==> src/rtl/dbt_pkg.sv <==
package dbt_pkg;
    typedef enum logic {
        ST_IDLE = 1'b0,
        ST_SEND = 1'b1
    } tx_state_e;
endpackage

==> src/rtl/dbt_tick_timer.sv <==
module dbt_tick_timer #(
    parameter int PERIOD = 25,
    parameter int CNT_W  = 5
) (
    input  logic             clk,
    input  logic             rst,
    input  logic             clear,
    input  logic             run,
    output logic [CNT_W-1:0] cnt_o,
    output logic             end_o
);
    localparam logic [CNT_W-1:0] LAST = CNT_W'(PERIOD - 1);

    typedef struct packed {
        logic [CNT_W-1:0] cnt;
    } tmr_t;

    tmr_t t_d, t_q;

    always_comb begin
        t_d = t_q;
        if (clear) begin
            t_d.cnt = '0;
        end else if (run) begin
            t_d.cnt = (t_q.cnt == LAST) ? '0 : t_q.cnt + 1'b1;
        end
    end

    always_ff @(posedge clk) begin
        if (rst) begin
            t_q <= '0;
        end else begin
            t_q <= t_d;
        end
    end

    assign cnt_o = t_q.cnt;
    assign end_o = (t_q.cnt == LAST);
endmodule

==> src/rtl/dbt_bit_reg.sv <==
module dbt_bit_reg #(
    parameter int WORD_W = 8,
    parameter int IDX_W  = 3
) (
    input  logic              clk,
    input  logic              rst,
    input  logic              load,
    input  logic [WORD_W-1:0] data,
    input  logic              shift,
    output logic              msb_o,
    output logic              last_o
);
    localparam logic [IDX_W-1:0] LAST_IDX = IDX_W'(WORD_W - 1);

    typedef struct packed {
        logic [WORD_W-1:0] sh;
        logic [IDX_W-1:0]  idx;
    } breg_t;

    breg_t b_d, b_q;

    always_comb begin
        b_d = b_q;
        if (load) begin
            b_d.sh  = data;
            b_d.idx = '0;
        end else if (shift) begin
            b_d.sh  = {b_q.sh[WORD_W-2:0], 1'b0};
            b_d.idx = b_q.idx + 1'b1;
        end
    end

    always_ff @(posedge clk) begin
        if (rst) begin
            b_q <= '0;
        end else begin
            b_q <= b_d;
        end
    end

    assign msb_o  = b_q.sh[WORD_W-1];
    assign last_o = (b_q.idx == LAST_IDX);
endmodule

==> src/rtl/duty_bit_tx.sv <==
module duty_bit_tx
    import dbt_pkg::*;
#(
    parameter int PERIOD    = 25,
    parameter int HIGH_ONE  = 20,
    parameter int HIGH_ZERO = 13,
    parameter int WORD_W    = 8
) (
    input  logic              clk,
    input  logic              rst,
    input  logic [WORD_W-1:0] in_data,
    input  logic              in_valid,
    output logic              in_ready,
    output logic              line_o,
    output logic              busy_o
);
    localparam int CNT_W = (PERIOD > 1) ? $clog2(PERIOD) : 1;
    localparam int IDX_W = (WORD_W > 1) ? $clog2(WORD_W) : 1;
    localparam logic [CNT_W:0] ONE_LEN  = (CNT_W + 1)'(HIGH_ONE);
    localparam logic [CNT_W:0] ZERO_LEN = (CNT_W + 1)'(HIGH_ZERO);

    typedef struct packed {
        tx_state_e st;
    } ctl_t;

    ctl_t c_d, c_q;

    logic [CNT_W-1:0] tick_cnt;
    logic             tick_end;
    logic             cur_bit;
    logic             last_bit;
    logic             accept;
    logic             shift_en;
    logic             sending;
    logic [CNT_W:0]   high_len;

    always_comb begin
        c_d      = c_q;
        sending  = (c_q.st == ST_SEND);
        in_ready = !sending || (tick_end && last_bit);
        accept   = in_valid && in_ready;
        shift_en = sending && tick_end && !last_bit;
        if (accept) begin
            c_d.st = ST_SEND;
        end else if (sending && tick_end && last_bit) begin
            c_d.st = ST_IDLE;
        end
        high_len = cur_bit ? ONE_LEN : ZERO_LEN;
    end

    always_ff @(posedge clk) begin
        if (rst) begin
            c_q.st <= ST_IDLE;
        end else begin
            c_q <= c_d;
        end
    end

    dbt_tick_timer #(
        .PERIOD (PERIOD),
        .CNT_W  (CNT_W)
    ) timer_i (
        .clk   (clk),
        .rst   (rst),
        .clear (accept),
        .run   (sending),
        .cnt_o (tick_cnt),
        .end_o (tick_end)
    );

    dbt_bit_reg #(
        .WORD_W (WORD_W),
        .IDX_W  (IDX_W)
    ) bits_i (
        .clk    (clk),
        .rst    (rst),
        .load   (accept),
        .data   (in_data),
        .shift  (shift_en),
        .msb_o  (cur_bit),
        .last_o (last_bit)
    );

    assign line_o = sending && ({1'b0, tick_cnt} < high_len);
    assign busy_o = sending;
endmodule

==> config.mk <==
export PLATFORM = sky130hd
export DESIGN_NAME = duty_bit_tx
export DESIGN_NICKNAME = d
export VERILOG_FILES = /design/src/rtl/dbt_pkg.sv /design/src/rtl/dbt_tick_timer.sv /design/src/rtl/dbt_bit_reg.sv /design/src/rtl/duty_bit_tx.sv
export SDC_FILE = /design/constraint.sdc
export NUM_CORES = 1
export LEC_CHECK = 0
export BUFFER_PORTS_ARGS = -buffer_cell sky130_fd_sc_hd__buf_2
export CAP_MARGIN = 20
export CORE_MARGIN = 5
export CORE_UTILIZATION = 48
export CTS_CLUSTER_DIAMETER = 200
export DETAILED_ROUTE_END_ITERATION = 10
export PLACE_DENSITY = 0.72
export SYNTH_ARGS = -nofsm -noshare
export SYNTH_HDL_FRONTEND = slang
export SYNTH_HIERARCHICAL = 1
export SYNTH_SLANG_ARGS = --single-unit
==> constraint.sdc <==
create_clock -name clk -period 1.6 [get_ports clk]
set_input_delay 0.08 -clock clk [delete_from_list [all_inputs] [get_ports clk]]
set_output_delay 0.08 -clock clk [all_outputs]
set_load 0.02 [all_outputs]
# ---- Yosys cells after proc, flatten, opt, wreduce, memory -nomap -nowiden
# Index checks and enable logic that the tools add are counted.
dict set report word_totals {
  mem_bits_ro 0
  latchBits 0
  memories 0
  output_inout_bits 3
  input_bits 11
  mem_bits_rw 0
  elab_cells 27
  ff_bits 17
}
dict set report op_classes {
  reduce_logical 12
  n_mux 6
  eq_ne 2
  n_mul 0
  n_lt_le_gt_ge 1
  n_div 0
  bitwise_logic 0
  n_addsub 2
  shifts 0
}
# operator n
set ops {}
lappend ops {{$mux 11} 2}
lappend ops {{$mux 5} 2}
lappend ops {{$logic_and 1x1->1} 6}
lappend ops {{$add 5x1->5 const B} 1}
lappend ops {{$eq 5x5->1 const B} 1}
lappend ops {{$lt 5x5->1} 1}
lappend ops {{$reduce_bool 2->1} 2}
lappend ops {{$add 3x1->3 const B} 1}
lappend ops {{$eq 3x3->1 const B} 1}
lappend ops {{$logic_not 1->1} 2}
lappend ops {{$mux 1} 2}
lappend ops {{$reduce_or 2->1} 1}
lappend ops {{$logic_or 1x1->1} 1}

# ---- Longest topological paths before layout
dict set report depth {
  depth_word 5
  depth_mapped 8
  depth_no_buf 7
}

# ---- Modules after synthesis
# The synthesis kept the hierarchy.
# mod seq_area_each_um2 cells_per_inst instances area_per_inst_um2
set modules_own_cells {}
lappend modules_own_cells {dbt_bit_reg 220.2 47 1 496.7}
lappend modules_own_cells {dbt_tick_timer 100.1 31 1 277.8}
lappend modules_own_cells {duty_bit_tx 20.0 13 1 116.4}

# ---- Worst setup path before layout
# Ideal clock, no wire load.
dict set report synth_path {
  path_kind {flip-flop to flip-flop}
  from {register timer_i.t_q (netlist bit timer_i/cnt_o[0])}
  to {register timer_i.t_q (netlist bit timer_i/cnt_o[3])}
  setup_time_ps 86
  path_slack_ps -285
  period_less_slack_ps 1885
  path_stages_with_launch 8
  t_arrival_ps 1800
  required_time_ps 1514
  path_buffers 0
  cell_sequence {dfxtp_1 -> inv_1 -> ha_1 -> and4b_4 -> a21bo_2 -> and2_1 -> or2_2 -> a211oi_1}
}
dict set report synth_between {
  elab_chain_cells 5
  elab_cells_between_ends 7
  classes_between {add/sub: 1; eq/ne: 1; mux: 1; reduce/logical: 4}
}
# item line
set synth_rtl {}
lappend synth_rtl {{from (decl)} dbt_tick_timer.sv:18} ;# tmr_t t_d, t_q;
lappend synth_rtl {{from (signal assigned)} dbt_tick_timer.sv:33} ;# t_q <= t_d;
lappend synth_rtl {{$eq 5x5->1} dbt_tick_timer.sv:38} ;# assign end_o = (t_q.cnt == LAST);
lappend synth_rtl {{via tick_end} duty_bit_tx.sv:29} ;# logic tick_end;
lappend synth_rtl {{$logic_and 1x1->1} duty_bit_tx.sv:40} ;# in_ready = !sending || (tick_end && last_bit);
lappend synth_rtl {{$logic_or 1x1->1} duty_bit_tx.sv:40}
lappend synth_rtl {{via in_ready} duty_bit_tx.sv:13} ;# output logic in_ready,
lappend synth_rtl {{$logic_and 1x1->1} duty_bit_tx.sv:41} ;# accept = in_valid && in_ready;
lappend synth_rtl {{via accept} duty_bit_tx.sv:32} ;# logic accept;
lappend synth_rtl {{$reduce_or 2->1 (no source line)} n/a}
# The timed path passes the listed nets, and every way through them passes these cells.
# A chain may end at the register's enable or synchronous reset.

# ---- Worst setup path in the final report
dict set report layout_path {
  from {register bits_i.b_q (netlist bit bits_i/msb_o)}
  to {output port line_o}
}
dict set report layout_between {
  elab_chain_cells 3
}
# item line
set layout_rtl {}
lappend layout_rtl {{from (decl)} dbt_bit_reg.sv:20} ;# breg_t b_d, b_q;
lappend layout_rtl {{from (signal assigned)} dbt_bit_reg.sv:35} ;# b_q <= '0;
lappend layout_rtl {{from (signal assigned)} dbt_bit_reg.sv:37} ;# b_q <= b_d;
lappend layout_rtl {{$mux 5} duty_bit_tx.sv:48} ;# high_len = cur_bit ? ONE_LEN : ZERO_LEN;
lappend layout_rtl {{$lt 5x5->1} duty_bit_tx.sv:84} ;# assign line_o = sending && ({1'b0, tick_cnt} < high_len);
lappend layout_rtl {{$logic_and 1x1->1} duty_bit_tx.sv:84}
lappend layout_rtl {{to (decl)} duty_bit_tx.sv:14} ;# output logic line_o,
# No other way between the ends.

==> results.md <==
STA:
- The final max-slew violation count came to 0.
- In the finished design, the share of the clock period the worst path needs comes to 1.02.
- The count of final hold-check violations is 0.
- The clock arrives with 6.49 ps of skew.
- The minimum clock period after layout is roughly 1600 ps.
- For the pin with the worst max-slew slack, the measured transition is 243 ps.
- The final setup violation count is 2.
- The max-slew headroom at the worst pin is 0.838.
- The achievable frequency is slightly above 600 MHz.
- The aggregate negative setup slack is -51.8 ps.
- The worst path setup slack after routing is -29.2 ps.
- Setup repair after global routing could not meet its margin everywhere.

Final layout:
- 0 antenna diodes ended up in the layout.
- The sequential cell area is roughly 350 sq um.
- The proportion of layout cells with a drive suffix above 1 is 0.479.
- After the last flow step, the layout net total stands at between 100 and 150.
- Once layout is complete, the cells apart from fillers number 142.
- Compared with the post-synthesis result, the final layout area differs by 33.3%.
- Fill cells in the final layout number around 140.
- In the final layout, the multi-input gates occupy 596 sq um.

Power and ir drop:
- In this run the static leakage power is roughly 0.46 nW.
- The share of total power dissipated in the clock network is 0.279.
- The power per cell area is between 600 and 700 mW/mm^2.
- The share of total power dissipated in sequential elements is 0.553.
- The internal power component is around 0.61 mW.
- Of the total power, combinational logic draws 0.168.
- IR analysis of the VDD net gives a maximum drop of 0.517 mV.
- Summed over all nets, the switching power comes to about 0.21 mW.
- The switching share of total power is 0.258.

Critical path:
- STA puts the critical path data required time at around 1500 ps.
- The setup path with the least slack is of type reg2out.
- Data arrives at the worst endpoint at ~1600 ps.
- The worst flop-to-flop path startpoint is timer_i/cnt_o[1]$_SDFFE_PP0P_.
- The critical path endpoint category is a primary output.
- The worst setup slack for register-to-register paths is -20 ps.
- Counting cells, the worst reg-to-reg path comes to 7.
- In this run the worst path has a maximum fanout of 4.
- The sort of element at the start of the critical path is a flop.
- In this run the critical register-to-register path is captured at bits_i/b_q[3]$_SDFFE_PP0P_.

Worst hold path:
- The type of the worst min-delay path is in2reg.
- For hold timing, the worst endpoint is bits_i/b_q[3]$_SDFFE_PP0P_.
- The startpoint of the worst hold path is in_data[0].
- The count of cells along the worst hold path is 3.

Global routing:
- The overall track demand over capacity in global routing is 0.154.
- The pin count of the biggest net entering global routing is 14.
- The via count of the first global-routing pass is 728.
- The first global-routing pass estimated slightly above 3000 um of wire.
- For this run the aggregate overflow at the end of global routing stands at 0.
- The initial antenna violation count is 0.

Detailed routing:
- Using the TritonRoute via totals, the vias-per-cell ratio works out to around 5.2.
- The pre-antenna-repair detailed-routing pass consisted of 3 iterations.
- Wires add up to between 1500 and 2000 um.
- After detailed routing, the number of remaining DRC violations is 0.
- For this block, the via count after detailed routing is 744.
- The average routed wire per standard cell is approximately 13 um.
- The DRC violation total after the first TritonRoute iteration is 10.
- The number of antenna-violating nets in the routed design is 0.

Synthesis:
- The dominant register cell in the synthesized netlist is sky130_fd_sc_hd__dfxtp_1.
- The share of the Yosys chip area taken by registers is 0.382.
- In this run, synthesis inferred 0 flip-flops with an integrated enable.
- The cell count after synthesis is just over 90.
- Sorting the synthesized cells by how often they occur yields sky130_fd_sc_hd__dfxtp_1, sky130_fd_sc_hd__mux2i_1, sky130_fd_sc_hd__nor2b_1, sky130_fd_sc_hd__a211oi_1, sky130_fd_sc_hd__ha_1.
- The number of distinct library cell variants in the gate-level netlist after synthesis is 30.
- The leading cell type by number of instances after synthesis is sky130_fd_sc_hd__dfxtp_1.
- The share of synthesized area in the top cell type comes to 0.382.
- Yosys printed 6 warnings.
- When the netlist entered floorplanning its net count stood at 108.
- Ranked by total cell area, the synthesized netlist is headed by sky130_fd_sc_hd__dfxtp_1, sky130_fd_sc_hd__mux2i_1, sky130_fd_sc_hd__ha_1.
- Counting flops and latches in the post-synthesis netlist gives 17.
- Dividing the synthesized area by the synthesized cell count gives around 10 sq um.
- The largest total area in the synthesized netlist belongs to sky130_fd_sc_hd__dfxtp_1.
- In the synthesized netlist the async set-or-reset flop fraction comes to 0.
- The cell area that synthesis handed to floorplanning was between 800 and 900 sq um.

CTS:
- After clock tree synthesis, the clock-pin slew on the worst setup and hold paths is roughly 100 ps.
- The total clock buffers created by CTS is 3.
- The library cell used as clock root buffer is sky130_fd_sc_hd__clkbuf_4.
- CTS built an H-tree with a depth of 1.
- The clock tree from TritonCTS is built.
- The clock passes through at most 2 buffers.
- CTS saw 17 sinks.
- For the worst-skew pair, the clock arrives at the later sink with an insertion delay of 290 ps.
- The hold buffer count at cts is 0.

Die:
- The placement row count is 15.
- Pin placement for this block handled 14 I/O pins.
- For this configuration, the core starts out at a cell density of 0.510.
- The die boundary width is roughly 53 um.
- The placeable core region is between 0.0015 and 0.002 sq mm.
- The overall die height is between 50 and 60 um.
- The die covers between 0.002 and 0.003 sq mm.

Run status:
- The run finished, with violations left.
- The checks that failed: setup timing.

Place:
- The number of buffers inserted by port buffering is 13.
- The number of instances in the placed design is between 100 and 150.
- The HPWL reported at the end of detailed placement is ~1300 um.
- At the end of routability-driven placement, the weighted congestion stood at between 0.7 and 0.8.

Run:
- The number of max-capacitance violations reported is 0.
## flip-flops by register name (all words and copies together), names as in the netlist
signal         cells
bits_i/b_q        10
busy_o             1
timer_i/cnt_o      5
bits_i/msb_o       1
## routing by layer
layer,vias up,global-route usage,part of all wire
li1,378,-,-
met1,342,0.180,0.46
met2,19,0.262,0.47
met3,5,0.0338,0.044
met4,0,0.0766,0.021
met5,-,0,0
## power by group through the flow
stage	sequential (mW)	combinational, mW	clock, mW
after global placement	0.463	0.114	0
final	0.455	0.138	0.229
after floorplan	0.465	0.0782	0
after detailed placement	0.464	0.117	0
after global routing	0.458	0.151	0.256
after CTS	0.455	0.128	0.237
## timing repair
item                       in CTS  in global routing
setup buffers                   2                  1
cloned                          1                  0
resized for setup               8                 12
setup endpoints to repair      13                 15
pin swaps                       7                  4
## cell usage in the layout (no fill, tap or decap), types with 2 or more instances in the layout
cell	n
sky130_fd_sc_hd__a211oi_1	6
sky130_fd_sc_hd__a211oi_2	2
sky130_fd_sc_hd__a21oi_1	2
sky130_fd_sc_hd__a21oi_2	2
sky130_fd_sc_hd__buf_2	12
sky130_fd_sc_hd__buf_4	11
sky130_fd_sc_hd__buf_6	2
sky130_fd_sc_hd__clkbuf_4	3
sky130_fd_sc_hd__dfxtp_1	11
sky130_fd_sc_hd__dfxtp_2	5
sky130_fd_sc_hd__ha_1	2
sky130_fd_sc_hd__ha_4	3
sky130_fd_sc_hd__inv_2	4
sky130_fd_sc_hd__mux2i_1	10
sky130_fd_sc_hd__nand2_1	4
sky130_fd_sc_hd__nand2b_1	3
sky130_fd_sc_hd__nor2b_1	9
sky130_fd_sc_hd__nor3_1	3
sky130_fd_sc_hd__o21ai_0	2
## worst max path at each step
stage	startpoint	end	slack, ps	cells past startpoint
5_1_grt	timer_i/cnt_o[1]$_SDFFE_PP0P_	bits_i/b_q[3]$_SDFFE_PP0P_	-100	7
4_1_cts	timer_i/cnt_o[1]$_SDFFE_PP0P_	bits_i/b_q[3]$_SDFFE_PP0P_	-40	7
3_3_place_gp	bits_i/b_q[0]$_SDFFE_PP0P_	bits_i/msb_o$_SDFFE_PP0P_	-140	5
6_report	bits_i/msb_o$_SDFFE_PP0P_	line_o	-30	5
2_1_floorplan	timer_i/cnt_o[0]$_SDFFE_PP0P_	bits_i/b_q[3]$_SDFFE_PP0P_	-20	7
3_5_place_dp	bits_i/b_q[0]$_SDFFE_PP0P_	bits_i/msb_o$_SDFFE_PP0P_	-170	5
## per-stage QoR
stage          power, mW  hold slack [ps]   util  worst slack [ps]  instance area (sq um)
2_1_floorplan      0.543              149      -             -22.5                    928
3_3_place_gp       0.577              333  0.608              -139                   1060
3_5_place_dp       0.581              343  0.608              -167                   1060
4_1_cts            0.820             30.5  0.652             -40.0                   1140
5_1_grt            0.865             23.6  0.680              -105                   1190
6_report           0.822             31.0  0.680             -29.2                   1190
## critical path: stages (launching register included)
cell and delay, ps:
sky130_fd_sc_hd__dfxtp_4 370, sky130_fd_sc_hd__buf_4 140, sky130_fd_sc_hd__ha_4 200, sky130_fd_sc_hd__and3_4 140
sky130_fd_sc_hd__a221oi_2 230, sky130_fd_sc_hd__buf_4 180
## final cells by class
type                       count  area share
inverter                       5      0.0158
sequential                    17       0.295
timing repair buffer          25       0.139
clock buffer                   4      0.0221
tap                           25      0.0263
multi-input combinational     66       0.502
## cell families after synthesis
kind of cell | Yosys count | synth area share
adders and majority gates | 6 | 0.0843
DFF | 17 | 0.382
muxes | 10 | 0.112
and+or+nand+nor | 30 | 0.211
xor gates and xnor gates | 2 | 0.0197
AOI/OAI and AO/OA | 17 | 0.142
buffers and inverters | 9 | 0.0492
(Power assumes the default switching activity.)
